## config.mk

```make
export PLATFORM = sky130hd
export DESIGN_NAME = fp_vec_reduce
export DESIGN_NICKNAME = d
export VERILOG_FILES = /design/src/rtl/fpred_pkg.sv /design/src/rtl/fpred_decode.sv /design/src/rtl/fpred_cmp.sv /design/src/rtl/fpred_ctrl.sv /design/src/rtl/fp_vec_reduce.sv
export SDC_FILE = /design/constraint.sdc
export NUM_CORES = 1
export LEC_CHECK = 0
export BUFFER_PORTS_ARGS = -buffer_cell sky130_fd_sc_hd__buf_4
export CORE_ASPECT_RATIO = 0.9
export CORE_MARGIN = 5
export CORE_UTILIZATION = 49
export CTS_CLUSTER_DIAMETER = 150
export CTS_CLUSTER_SIZE = 20
export DETAILED_ROUTE_END_ITERATION = 8
export PLACE_DENSITY_LB_ADDON = 0.15
export SLEW_MARGIN = 20
export SYNTH_ARGS = -nofsm -noshare
export SYNTH_HDL_FRONTEND = slang
export SYNTH_SLANG_ARGS = --single-unit
```

## constraint.sdc

```tcl
create_clock -name clk -period 3.2 [get_ports clk]
set_input_delay 0.16 -clock clk [delete_from_list [all_inputs] [get_ports clk]]
set_output_delay 0.16 -clock clk [all_outputs]
set_load 0.05 [all_outputs]
```

## src/rtl/fpred_pkg.sv

```systemverilog
package fpred_pkg;

    localparam int ELEM_W = 32;
    localparam int HALF_W = 16;

    localparam logic [5:0] F6_OSUM  = 6'b000011;
    localparam logic [5:0] F6_USUM  = 6'b000001;
    localparam logic [5:0] F6_MAX   = 6'b000111;
    localparam logic [5:0] F6_MIN   = 6'b000101;
    localparam logic [5:0] F6_WOSUM = 6'b110011;
    localparam logic [5:0] F6_WUSUM = 6'b110001;

    typedef enum logic [2:0] {
        OP_OSUM, OP_USUM, OP_MAX, OP_MIN, OP_WOSUM, OP_WUSUM, OP_BAD
    } red_op_e;

    typedef enum logic [1:0] {
        SEW_8 = 2'd0, SEW_16 = 2'd1, SEW_32 = 2'd2, SEW_64 = 2'd3
    } sew_e;

    typedef enum logic [1:0] {
        ST_IDLE, ST_RUN, ST_FIN
    } state_e;

    // decoded request handed to the sequencer
    typedef struct packed {
        logic illegal;
        logic unsup;
        logic is_max;
        logic fmt16;
    } dec_t;

    // outcome latched at start, released with done
    typedef struct packed {
        logic illegal;
        logic unsup;
        logic wr;
    } outcome_t;

    function automatic red_op_e f6_to_op(input logic [5:0] f6);
        red_op_e op;
        case (f6)
            F6_OSUM:  op = OP_OSUM;
            F6_USUM:  op = OP_USUM;
            F6_MAX:   op = OP_MAX;
            F6_MIN:   op = OP_MIN;
            F6_WOSUM: op = OP_WOSUM;
            F6_WUSUM: op = OP_WUSUM;
            default:  op = OP_BAD;
        endcase
        return op;
    endfunction

    function automatic logic [ELEM_W-1:0] size_to_fmt(input logic [ELEM_W-1:0] v,
                                                        input logic fmt16);
        return fmt16 ? {{(ELEM_W-HALF_W){1'b0}}, v[HALF_W-1:0]} : v;
    endfunction

endpackage

```

## src/rtl/fpred_decode.sv

```systemverilog
module fpred_decode
    import fpred_pkg::*;
(
    input  logic [5:0] funct6,
    input  logic [1:0] sew,
    output dec_t       dec
);

    red_op_e op;
    logic    widen;
    logic    is_sum;
    logic    bad_width;
    logic    ill;

    always_comb begin
        op        = f6_to_op(funct6);
        widen     = (op == OP_WOSUM) || (op == OP_WUSUM);
        is_sum    = widen || (op == OP_OSUM) || (op == OP_USUM);
        bad_width = (sew_e'(sew) == SEW_8) || (widen && (sew_e'(sew) == SEW_64));
        ill       = (op == OP_BAD) || bad_width;
    end

    always_comb begin
        dec.illegal = ill;
        dec.unsup   = !ill && (is_sum || (sew_e'(sew) == SEW_64));
        dec.is_max  = (op == OP_MAX);
        dec.fmt16   = (sew_e'(sew) == SEW_16);
    end

endmodule

```

## src/rtl/fpred_cmp.sv

```systemverilog
module fpred_cmp
    import fpred_pkg::*;
(
    input  logic [ELEM_W-1:0] acc,
    input  logic [ELEM_W-1:0] elem,
    input  logic              fmt16,
    input  logic              is_max,
    output logic [ELEM_W-1:0] pick
);

    logic [1:0][ELEM_W-1:0] res;

    for (genvar g = 0; g < 2; g++) begin : g_fmt
        localparam int W  = (g == 0) ? HALF_W : ELEM_W;
        localparam int EW = (g == 0) ? 5 : 8;
        localparam int MW = W - 1 - EW;
        localparam logic [W-1:0] CANON = {1'b0, {EW{1'b1}}, 1'b1, {(MW-1){1'b0}}};

        logic [W-1:0] a, b, ka, kb, y;
        logic         na, nb, b_wins;

        assign a  = acc[W-1:0];
        assign b  = elem[W-1:0];
        assign na = (&a[W-2:MW]) && (|a[MW-1:0]);
        assign nb = (&b[W-2:MW]) && (|b[MW-1:0]);
        // sign-magnitude mapped onto an unsigned order; -0 lands below +0
        assign ka = a[W-1] ? ~a : {1'b1, a[W-2:0]};
        assign kb = b[W-1] ? ~b : {1'b1, b[W-2:0]};
        assign b_wins = is_max ? (kb > ka) : (kb < ka);

        always_comb begin
            if (na && nb)      y = CANON;
            else if (na)       y = b;
            else if (nb)       y = a;
            else if (b_wins)   y = b;
            else               y = a;
        end

        assign res[g] = ELEM_W'(y);
    end

    assign pick = fmt16 ? res[0] : res[1];

endmodule

```

## src/rtl/fpred_ctrl.sv

```systemverilog
module fpred_ctrl
    import fpred_pkg::*;
#(
    parameter int MAX_ELEM = 32,
    parameter int VL_W     = $clog2(MAX_ELEM + 1),
    parameter int IDX_W    = $clog2(MAX_ELEM)
)(
    input  logic                clk,
    input  logic                rst,
    input  logic                start,
    input  dec_t                dec,
    input  logic                vm,
    input  logic [MAX_ELEM-1:0] mask,
    input  logic [VL_W-1:0]     vl,
    input  logic [ELEM_W-1:0]   seed,
    input  logic                elem_valid,
    input  logic [ELEM_W-1:0]   fold_y,
    output logic [IDX_W-1:0]    elem_idx,
    output logic [ELEM_W-1:0]   acc_o,
    output logic                fmt16_o,
    output logic                is_max_o,
    output logic                busy,
    output logic                done,
    output logic                illegal,
    output logic                unsup,
    output logic                wr_en,
    output logic                vstart_clr
);

    state_e                st;
    logic [IDX_W-1:0]      idx;
    logic [VL_W-1:0]       vl_q;
    logic [MAX_ELEM-1:0]   mask_q;
    logic                  vm_q;
    logic                  fmt16_q;
    logic                  is_max_q;
    outcome_t              oc_q;
    logic [ELEM_W-1:0]     acc;

    logic accept, quick, step, active, last;

    assign accept = (st == ST_IDLE) && start;
    assign quick  = dec.illegal || dec.unsup || (vl == '0);
    assign step   = (st == ST_RUN) && elem_valid;
    assign active = vm_q || mask_q[idx];
    assign last   = (VL_W'(idx) + VL_W'(1)) == vl_q;

    always_ff @(posedge clk) begin
        if (rst) begin
            st       <= ST_IDLE;
            idx      <= '0;
            vl_q     <= '0;
            mask_q   <= '0;
            vm_q     <= 1'b0;
            fmt16_q  <= 1'b0;
            is_max_q <= 1'b0;
            oc_q     <= '0;
            acc      <= '0;
        end else begin
            case (st)
                ST_IDLE: begin
                    if (start) begin
                        vl_q     <= vl;
                        mask_q   <= mask;
                        vm_q     <= vm;
                        fmt16_q  <= dec.fmt16;
                        is_max_q <= dec.is_max;
                        acc      <= size_to_fmt(seed, dec.fmt16);
                        idx      <= '0;
                        oc_q     <= '{illegal: dec.illegal, unsup: dec.unsup, wr: !quick};
                        st       <= quick ? ST_FIN : ST_RUN;
                    end
                end
                ST_RUN: begin
                    if (elem_valid) begin
                        if (active) acc <= fold_y;
                        if (last) st  <= ST_FIN;
                        else      idx <= idx + IDX_W'(1);
                    end
                end
                default: st <= ST_IDLE;
            endcase
        end
    end

    assign elem_idx   = idx;
    assign acc_o      = acc;
    assign fmt16_o    = fmt16_q;
    assign is_max_o   = is_max_q;
    assign busy       = (st != ST_IDLE);
    assign done       = (st == ST_FIN);
    assign illegal    = done && oc_q.illegal;
    assign unsup      = done && oc_q.unsup;
    assign wr_en      = done && oc_q.wr;
    assign vstart_clr = done && oc_q.wr;

    AST_SEED_LOAD: assert property (@(posedge clk) disable iff (rst)
        accept |=> acc_o == size_to_fmt($past(seed), $past(dec.fmt16)));

    AST_MASKED_HOLD: assert property (@(posedge clk) disable iff (rst)
        step && !active |=> $stable(acc_o));

    AST_IDX_RANGE: assert property (@(posedge clk) disable iff (rst)
        (st == ST_RUN) |-> (VL_W'(elem_idx) < vl_q));

    AST_QUICK_DONE: assert property (@(posedge clk) disable iff (rst)
        accept && quick |=> done && !wr_en);

    AST_ILL_NO_WRITE: assert property (@(posedge clk) disable iff (rst)
        illegal |-> !wr_en && !vstart_clr && !unsup);

    AST_LAST_FINISH: assert property (@(posedge clk) disable iff (rst)
        step && last |=> done && wr_en);

    AST_DONE_PULSE: assert property (@(posedge clk) disable iff (rst)
        done |=> !done);

    AST_START_DROPPED: assert property (@(posedge clk) disable iff (rst)
        done |=> !busy);

endmodule

```

## src/rtl/fp_vec_reduce.sv

```systemverilog
module fp_vec_reduce
    import fpred_pkg::*;
#(
    parameter int MAX_ELEM = 32,
    parameter int VL_W     = $clog2(MAX_ELEM + 1),
    parameter int IDX_W    = $clog2(MAX_ELEM)
)(
    input  logic                clk,
    input  logic                rst,
    input  logic                start,
    input  logic [5:0]          funct6,
    input  logic                vm,
    input  logic [1:0]          sew,
    input  logic [VL_W-1:0]     vl,
    input  logic [MAX_ELEM-1:0] mask,
    input  logic [ELEM_W-1:0]   seed,
    input  logic                elem_valid,
    input  logic [ELEM_W-1:0]   elem_data,
    output logic [IDX_W-1:0]    elem_idx,
    output logic                busy,
    output logic                done,
    output logic                illegal,
    output logic                unsup,
    output logic                wr_en,
    output logic                vstart_clr,
    output logic [ELEM_W-1:0]   result
);

    dec_t              dec;
    logic [ELEM_W-1:0] acc;
    logic [ELEM_W-1:0] fold_y;
    logic              fmt16_q;
    logic              is_max_q;

    fpred_decode u_decode (
        .funct6 (funct6),
        .sew    (sew),
        .dec    (dec)
    );

    fpred_ctrl #(
        .MAX_ELEM (MAX_ELEM),
        .VL_W     (VL_W),
        .IDX_W    (IDX_W)
    ) u_ctrl (
        .clk        (clk),
        .rst        (rst),
        .start      (start),
        .dec        (dec),
        .vm         (vm),
        .mask       (mask),
        .vl         (vl),
        .seed       (seed),
        .elem_valid (elem_valid),
        .fold_y     (fold_y),
        .elem_idx   (elem_idx),
        .acc_o      (acc),
        .fmt16_o    (fmt16_q),
        .is_max_o   (is_max_q),
        .busy       (busy),
        .done       (done),
        .illegal    (illegal),
        .unsup      (unsup),
        .wr_en      (wr_en),
        .vstart_clr (vstart_clr)
    );

    fpred_cmp u_cmp (
        .acc    (acc),
        .elem   (elem_data),
        .fmt16  (fmt16_q),
        .is_max (is_max_q),
        .pick   (fold_y)
    );

    assign result = acc;

endmodule

```

==> Word level (Yosys, flattened, before mapping) <==
Index checks and enable logic that the tools add are counted.
{ "totals": {"register_bits": 83, "inputBits": 115, "out_inout_bits": 43, "elab_cells": 121} }
{ "classes": {"add_sub_neg": 2, "n_lt_le_gt_ge": 5, "eq_ne": 25, "n_mux": 32, "bitwise": 4, "n_reduce_logical": 41} }
{ "op_table": {"columns": ["cell", "n"], "rows": [
  ["2-to-1 mux 32 bit", 11],
  ["2-to-1 mux 16 bit", 6],
  ["inverter 32 bit", 2],
  ["case mux 32 bit (2 select lines)", 1],
  ["OR reduction 23 bit", 2],
  ["greater-than comparator 32 bit", 1],
  ["< comparator 32 bit", 1],
  ["inverter 16 bit", 2],
  ["AND reduction 8 bit", 3],
  ["OR reduction 10 bit", 2],
  ["case mux 3 bit (6 select lines)", 1],
  ["greater-than comparator 16 bit", 1],
  ["< comparator 16 bit", 1],
  ["2-to-1 mux 5 bit", 3],
  ["== test 6 x 3 -> 1 bit, second input constant", 2],
  ["== test 6 bit, second input constant", 2],
  ["logical AND 1 bit", 11],
  ["!= test 5 x 4 -> 1 bit, second input constant", 2],
  ["case mux 5 bit (2 select lines)", 1],
  ["AND reduction 5 bit", 2],
  ["== test 3 bit, second input constant", 3],
  ["logical OR 1 bit", 9],
  ["2-to-1 mux 2 bit", 4],
  ["adder 5 x 1 -> 6 bit, second input constant", 1],
  ["other kinds (25)", 35]
]} }

==> Logic depth before layout (Yosys ltp) <==
Gate-level depths: netlist (run 1).
{ "logic_depth": {"word_depth": 14, "ltp_mapped": 15, "depth_no_buf": 11} }

==> Modules after synthesis <==
From an unflattened synthesis (run 1), not the netlist that was laid out.
{ "hier_totals": {"hier_cells": 878, "area_unflattened_um2": 7003.0} }
{ "modules_own_cells": {"columns": ["module", "instances", "cells_per_inst", "area_per_inst_um2", "seq_area_each_um2"], "rows": [
  ["fpred_ctrl", 1, 505, 4113.9, 1661.6],
  ["fpred_cmp", 1, 360, 2801.4, 0.0],
  ["fpred_decode", 1, 13, 87.6, 0.0]
]} }

==> Worst setup path before layout (run 1) <==
No wires, ideal clock.
{ "synth_timing": {"kind": "register -> register", "start": "register u_ctrl.acc[15], in the netlist u_ctrl.acc_o[15]", "end": "register u_ctrl.acc[10], in the netlist u_ctrl.acc_o[10]", "setup_time_ps": 80, "arrival_ps": 3761, "t_required_ps": 3120, "slack_ps": -641, "stages_incl_launch_ff": 15, "path_buffers": 4, "period_less_slack_ps": 3841, "path_cell_list": "dfxtp_1 -> clkbuf_1 -> clkbuf_1 -> inv_1 -> ha_1 -> inv_1 -> ha_1 -> and4_1 -> and3_1 -> o31a_1 -> o31a_4 -> and3_4 -> buf_6 -> buf_8 -> a211oi_2"} }
{ "synth_between": {"elab_chain_cells": 8, "elab_cells_between_ends": 23, "classes_between": "order compare: 4; eq/ne: 3; mux: 10; bitwise: 2; reduce/logical: 4"} }
{ "synth_rtl": {"columns": ["item", "line", "text"], "rows": [
  ["from (decl)", "fpred_ctrl.sv:38", "logic [ELEM_W-1:0] acc;"],
  ["from (signal assigned)", "fpred_ctrl.sv:68", "acc <= size_to_fmt(seed, dec.fmt16);"],
  ["from (signal assigned)", "fpred_ctrl.sv:76", "if (active) acc <= fold_y;"],
  ["parallel branches: the longest is 8 deep, another holds < comparator 32 bit", null, null]
]} }
Parallel ways; which one is timed is not known. The select of a mux whose other input is x is not followed.
A chain may end at the register's enable or synchronous reset.

==> Worst setup path after layout (run 1) <==
{ "layout_timing": {"start": "register u_ctrl.idx[0], in the netlist u_ctrl.elem_idx[0]", "end": "register u_ctrl.acc[4], in the netlist u_ctrl.acc_o[4]"} }
{ "layout_between": {"elab_chain_cells": 5} }
{ "layout_rtl": {"columns": ["item", "line", "text"], "rows": [
  ["from (decl)", "fpred_ctrl.sv:31", "logic [IDX_W-1:0] idx;"],
  ["from (signal assigned)", "fpred_ctrl.sv:78", "else idx <= idx + IDX_W'(1);"],
  ["binary-select mux 1 bit (select 5 bit)", "fpred_ctrl.sv:45", "assign active = vm_q || mask_q[idx];"],
  ["2-to-1 mux 1 bit (not written as such)", "fpred_ctrl.sv:45", null],
  ["logical OR 1 bit", "fpred_ctrl.sv:45", null],
  ["!= test 2 x 1 -> 1 bit (no source line)", null, null],
  ["AND reduction 8 bit (no source line)", null, null]
]} }
No other way between the ends. The select of a mux whose other input is x is not followed.

==> results of run 1 <==
==> cell families (layout without fill, tap and decap cells) <==
| group | Yosys count | after routing | synth area share [%] |
|---|---|---|---|
| multiplexers | 10 | 10 | 3.77 |
| flip-flops | 83 | 83 | 27.1 |
| XOR/XNOR | 98 | 98 | 14.0 |
| buffers and inverters | 68 | 213 | 4.81 |
| adder cells (fa/ha/maj) | 51 | 51 | 10.4 |
| AO/OA/AOI/OAI | 206 | 206 | 22.6 |
| AND/OR/NAND/NOR | 221 | 222 | 17.3 |
==> power breakdown <==
part	leakage [nW]	total (mW)	internal [mW]	switching, mW
clock	0.162	1.15	0.690	0.461
sequential	0.685	1.28	1.14	0.139
combinational	2.33	1.73	0.742	0.990
total	3.18	4.16	2.57	1.59
==> stage by stage <==
step	util, %	total power, mW	hold slack, ns	instances	instance area (um^2)
floorplan	-	2.48	0.296	737	6160
global placement	61.4	2.94	0.408	1026	7470
detailed placement	61.4	3.01	0.416	1026	7470
CTS	64.1	4.17	0.0426	1042	7800
global route	64.2	4.41	0.0438	1043	7820
finish	64.2	4.16	0.0482	1043	7820
==> worst max-delay path, cell delays in order (launching register included) <==
cell and delay [ns]:
dfxtp_4 0.40, mux4_1 0.57, mux4_2 0.49, or4b_1 0.48
and4_4 0.29, o31a_4 0.22, and3_4 0.28, a211oi_1 0.21
==> path summary, 6_finish.rpt <==
path,from,endpoint,slack (ns)
worst max-delay path,u_ctrl.elem_idx[0],u_ctrl.acc_o[4],0.17
worst max register to register,u_ctrl.elem_idx[0],u_ctrl.acc_o[4],0.17
worst min-delay path,mask[17],u_ctrl.mask_q[17],0.05
worst min register to register,u_ctrl.mask_q[0],u_ctrl.mask_q[0],0.45
==> cell type report <==
class,instances,area (um^2),share of cell area [%]
Timing Repair Buffer,183,1380,17.6
Tap cell,160,200,2.56
Clock inverter,7,98.8,1.26
Clock buffer,9,225,2.88
Inverter,14,52.6,0.672
Sequential cell,83,1670,21.4
Multi-Input combinational cell,587,4190,53.6
==> routing by layer <==
metal | vias to the layer above | wire length (um) | GRT usage, %
met5 | - | 0 | 0
li1 | 2996 | - | -
met3 | 41 | 1510 | 5.94
met1 | 2906 | 7940 | 31.5
met4 | 0 | 420 | 8.63
met2 | 261 | 9110 | 42.8
==> cell usage in the layout, fill, tap and decap left out, types with 3 or more instances in the layout <==
cell         n
buf_4      182
nand2_1    110
dfxtp_1     79
a21oi_1     68
ha_1        51
xnor2_1     50
xor2_1      48
a31oi_1     32
a22oi_1     24
nor2_1      22
a211oi_1    19
nand3_1     17
nand4_1     16
inv_1       14
o21ai_0     13
nor4_1      12
o211ai_1    10
a211oi_2    10
a311oi_1     9
clkbuf_16    9
nor3_1       8
nand2b_1     6
and4_1       6
and2_1       5
o21a_1       5
mux4_1       5
nor2b_1      4
mux4_2       4
nor4b_1      3
dfxtp_4      3
==> state kept, by name (all words and copies together) (netlist names) <==
register and flops:
u_ctrl.acc_o 32, u_ctrl.st 2, u_ctrl.elem_idx 5, u_ctrl.mask_q 32, u_ctrl.fmt16_o 1, u_ctrl.vm_q 1
u_ctrl.vl_q 6, u_ctrl.is_max_o 1, u_ctrl.oc_q 3
==> repair_timing <==
item,CTS,global route
pin swaps,0,1
cloned,0,1
gates resized for setup,1,3
hold buffers,0,0
endpoints found under the setup margin,9,30
==> results.toml, run 1 <==
[grt]
grt_usage_pct = 25.2
overflow = 0
grt_pass1_vias = 6179
grt_antenna_before_repair = 0
grt_pass1_wl_um = 30300
grt_max_degree = 86

[worst_setup_path]
ff2ff_path_depth = 7
crit_path_start_kind = "flip-flop"
crit_arrival_ns = 3.29
path_class = "flip-flop to flip-flop"
worstPathMaxFanout = 18
cp-end-kind = "flip-flop"
cp.required_ns = 3.46

[pwr]
power_density_mw_per_mm2 = 533
leakage_nw = 3.18
peakVddDrop_uv = 350

[placement]
pre_cts_slack_ns = 0.00224
place.gp.congestion = 0.952
io_buffers = 157
dp_hpwl_um = 14300

[floorplan]
pin_count = 158
die_h_um = 116
rows = 38
fp.dieW_um = 128
core_mm2 = 0.0122
start_util_pct = 50.4
die_area_mm2 = 0.0149

[timing]
finalSetupTns_ns = 0
setup_ws_ns = 0.166
worst_pin_slew_ns = 0.954
rsz0062_at_grt = "false"
max_freq_mhz = 330
slew_headroom_pct = 36.4
setup_violations = 0
fin_skew_ns = 0.00489
drv_slew = 0
hold_viol = 0
finalCritPeriodShare_pct = 94.8
min_period_ns = 3.03

[clock_network]
htree_levels = 3
cts.sinks = 83
cts_root_buf = "clkbuf_16"
postCtsSetupBuffers = 0
clk_path_buf_depth = 2
cts_made_buffers = 9
clkLatencyLatePin_ns = 0.35
cts_tree = "yes"
path_clk_slew_ns = 0.06

[yosys]
synth_top_area_share_pct = 27.1
synth_top_area_cell = "dfxtp_1"
synth_area_mm2 = 0.00613
ys_top_cells_by_area = "dfxtp_1, ha_1, xnor2_1"
yosys_most_used_dff = "dfxtp_1"
yosys-top-cells-count = "nand2_1, dfxtp_1, a21oi_1, ha_1, xnor2_1"
ys_ff_latch = 83
syn_nets = 903
synthesis.instances = 737
yosysSeqAreaShare_pct = 27.1
async_reset_ff_share_pct = 0
synth_edf_count = 0
syn_avg_cell_area_um2 = 8.32
yosysMostFrequentCell = "nand2_1"
synth_cell_types = 55
ys_warn_count = 0

[drt]
wire_per_inst_um = 18.2
wirelength_um = 19000
vias = 6204
drt_iter0_drc = 534
dr.pass1.iters = 5
viasPerCell = 5.95
drc = 0
detail-route-antenna-nets = 0

[finish]
area_growth_syn_to_layout_pct = 27.5
nets = 1044
antennaDiodeCount = 0
nFillCells = 1068
drive_above_1_share_pct = 25.5

[min_path]
hp-class = "input pin to flip-flop"
hold_depth = 3

[flow_run]
cap_violations = 0

[run_status]
run_status = "completed"
No activity file was read; power rests on OpenSTA's default activity.
==> run 2, diff against run 1 <==
Settings changed: CORE_ASPECT_RATIO 0.9 to not set.
==> run 2 against run 1 <==
Total power shrank 2.5%. Via count rose by 1.8%. Sequential share of layout area is 0.076 points lower. Flip-flop and latch count did not move. First-iteration DRC count down 14%. Sequential power about the same. Die area about the same. Routed wire length increased by 4.0%. Setup slack improved by 0.0075 ns. Critical path type unchanged.
==> results.toml, run 2 (synthesized netlist as in run 1, its figures left out) <==
[run_status]
run_status = "completed"

[grt]
grt_max_degree = 86
overflow = 0
gr-usage-met3_pct = 3.62
grt_usage_pct = 26.0
grt_pass1_vias = 6129
grt_use_met2_pct = 44.8
busiest_layer = "met2"
grt_antenna_before_repair = 0
grt_pass1_wl_um = 31200
grtUsageMet1_pct = 34.1

[timing]
rsz0062_at_grt = "false"
max_freq_mhz = 330
hold_viol = 0
finalCritPeriodShare_pct = 94.6
setup_violations = 0
drv_slew = 0
min_period_ns = 3.03
slew_headroom_pct = 29.4
fin_skew_ns = 0.00684
holdWs_ns = 0.0700
worst_pin_slew_ns = 1.06
finalSetupTns_ns = 0

[clock_network]
htree_levels = 3
cts_tree = "yes"
cts_made_buffers = 9
cts_hold_buf = 0
clk_path_buf_depth = 2
clkLatencyLatePin_ns = 0.33
cts.sinks = 83
path_clk_slew_ns = 0.07
cts_root_buf = "clkbuf_16"

[pwr]
power_frac_seq_pct = 31.6
power_density_mw_per_mm2 = 517
p_int_mw = 2.46
power_frac_comb_pct = 43.9
leakage_nw = 3.19
power_frac_clock_pct = 24.5
peakVddDrop_uv = 320
swShare_pct = 39.4
p_switching_mw = 1.60

[worst_setup_path]
cp-end-kind = "flip-flop"
crit_path_start_kind = "flip-flop"
r2r_setup_slack_ns = 0.17
crit_arrival_ns = 3.27
worstPathMaxFanout = 18
path_class = "flip-flop to flip-flop"
cp_slowest_cell = "mux4_1"
cp.required_ns = 3.45
cp_slowest_stage_delay_ns = 0.57
crit_chain = "mux4_1 -> mux4_2 -> or4b_1 -> and4_4 -> o31a_4 -> and3_4 -> a211oi_1"

[drt]
dr.pass1.iters = 7
vias = 6314
wire_per_inst_um = 18.7
drc = 0
drt_iter0_drc = 460
viasPerCell = 5.98
wirelength_um = 19700
detail-route-antenna-nets = 0

[floorplan]
rows = 40
fp.dieW_um = 122
die_area_mm2 = 0.0149
die_h_um = 122
pin_count = 158
core_mm2 = 0.0122
start_util_pct = 50.4

[placement]
dp_hpwl_um = 15100
place.gp.congestion = 0.892
io_buffers = 157
dpl-instance-area_mm2 = 0.00750

[finish]
area_growth_syn_to_layout_pct = 28.0
final_common_cell = "buf_4"
utilization_pct = 64.6
antennaDiodeCount = 0
finalInstanceArea_mm2 = 0.00785
nFillCells = 1088
drive_above_1_share_pct = 26.2
final_cell_mix = "buf_4, nand2_1, dfxtp_1"
nets = 1049

[min_path]
hp-class = "input pin to flip-flop"

[flow_run]
cap_violations = 0
## run 2: timing repair
| action | 4_1_cts | 5_1_grt |
|---|---|---|
| endpoints found under the setup margin | 0 | 32 |
| resized for setup | 0 | 5 |
| setup buffers | 0 | 4 |
## run 2: final timing paths
| path | startpoint | end | cells after the start |
|---|---|---|---|
| worst max-delay path | u_ctrl.elem_idx[0] | u_ctrl.acc_o[2] | 7 |
| worst max register to register | u_ctrl.elem_idx[0] | u_ctrl.acc_o[2] | 7 |
| worst min register to register | u_ctrl.mask_q[4] | u_ctrl.mask_q[4] | 2 |
| worst min-delay path | mask[18] | u_ctrl.mask_q[18] | 3 |
## run 2: stage by stage
step	setup slack (ns)	std cells	power [mW]
final	0.174	1056	4.06
after global routing	0.00645	1056	4.30
after global placement	0.139	1036	2.97
after CTS	0.0246	1052	4.04
after detailed placement	0.0675	1036	3.04
after floorplan	0.00819	737	2.48
## run 2: area by class of cell
class                      count  area (um^2)  area share (%)
sequential                    83         1680            21.3
multi-input combinational    586         4200            53.4
clock buffer                  10          239            3.04
timing repair buffer         189         1430            18.2
clock inverter                 6         47.5           0.606
tap                          168          210            2.68
inverter                      14         52.6           0.669
## run 2: layer usage
layer / share of wire [%] / wire, um / up-vias
met5: 0 / 0 / -
met3: 7.6 / 1510 / 30
met2: 49 / 9660 / 266
li1: - / - / 3004
met1: 42 / 8220 / 3014
met4: 1.8 / 359 / 0
## run 2: power by group through the flow
stage | logic [mW] | registers (mW) | clock network (mW)
3_5_place_dp | 1.73 | 1.31 | 0
2_1_floorplan | 1.01 | 1.47 | 0
4_1_cts | 1.75 | 1.28 | 1.01
6_report | 1.78 | 1.28 | 0.995
5_1_grt | 1.95 | 1.29 | 1.06
3_3_place_gp | 1.66 | 1.30 | 0
## run 2: worst max-delay path: cells and delay by family (launching register included)
family	cells	cell delay (ns)
flops	1	0.40
simple gates	3	1.06
compound gates	2	0.43
mux	2	1.04
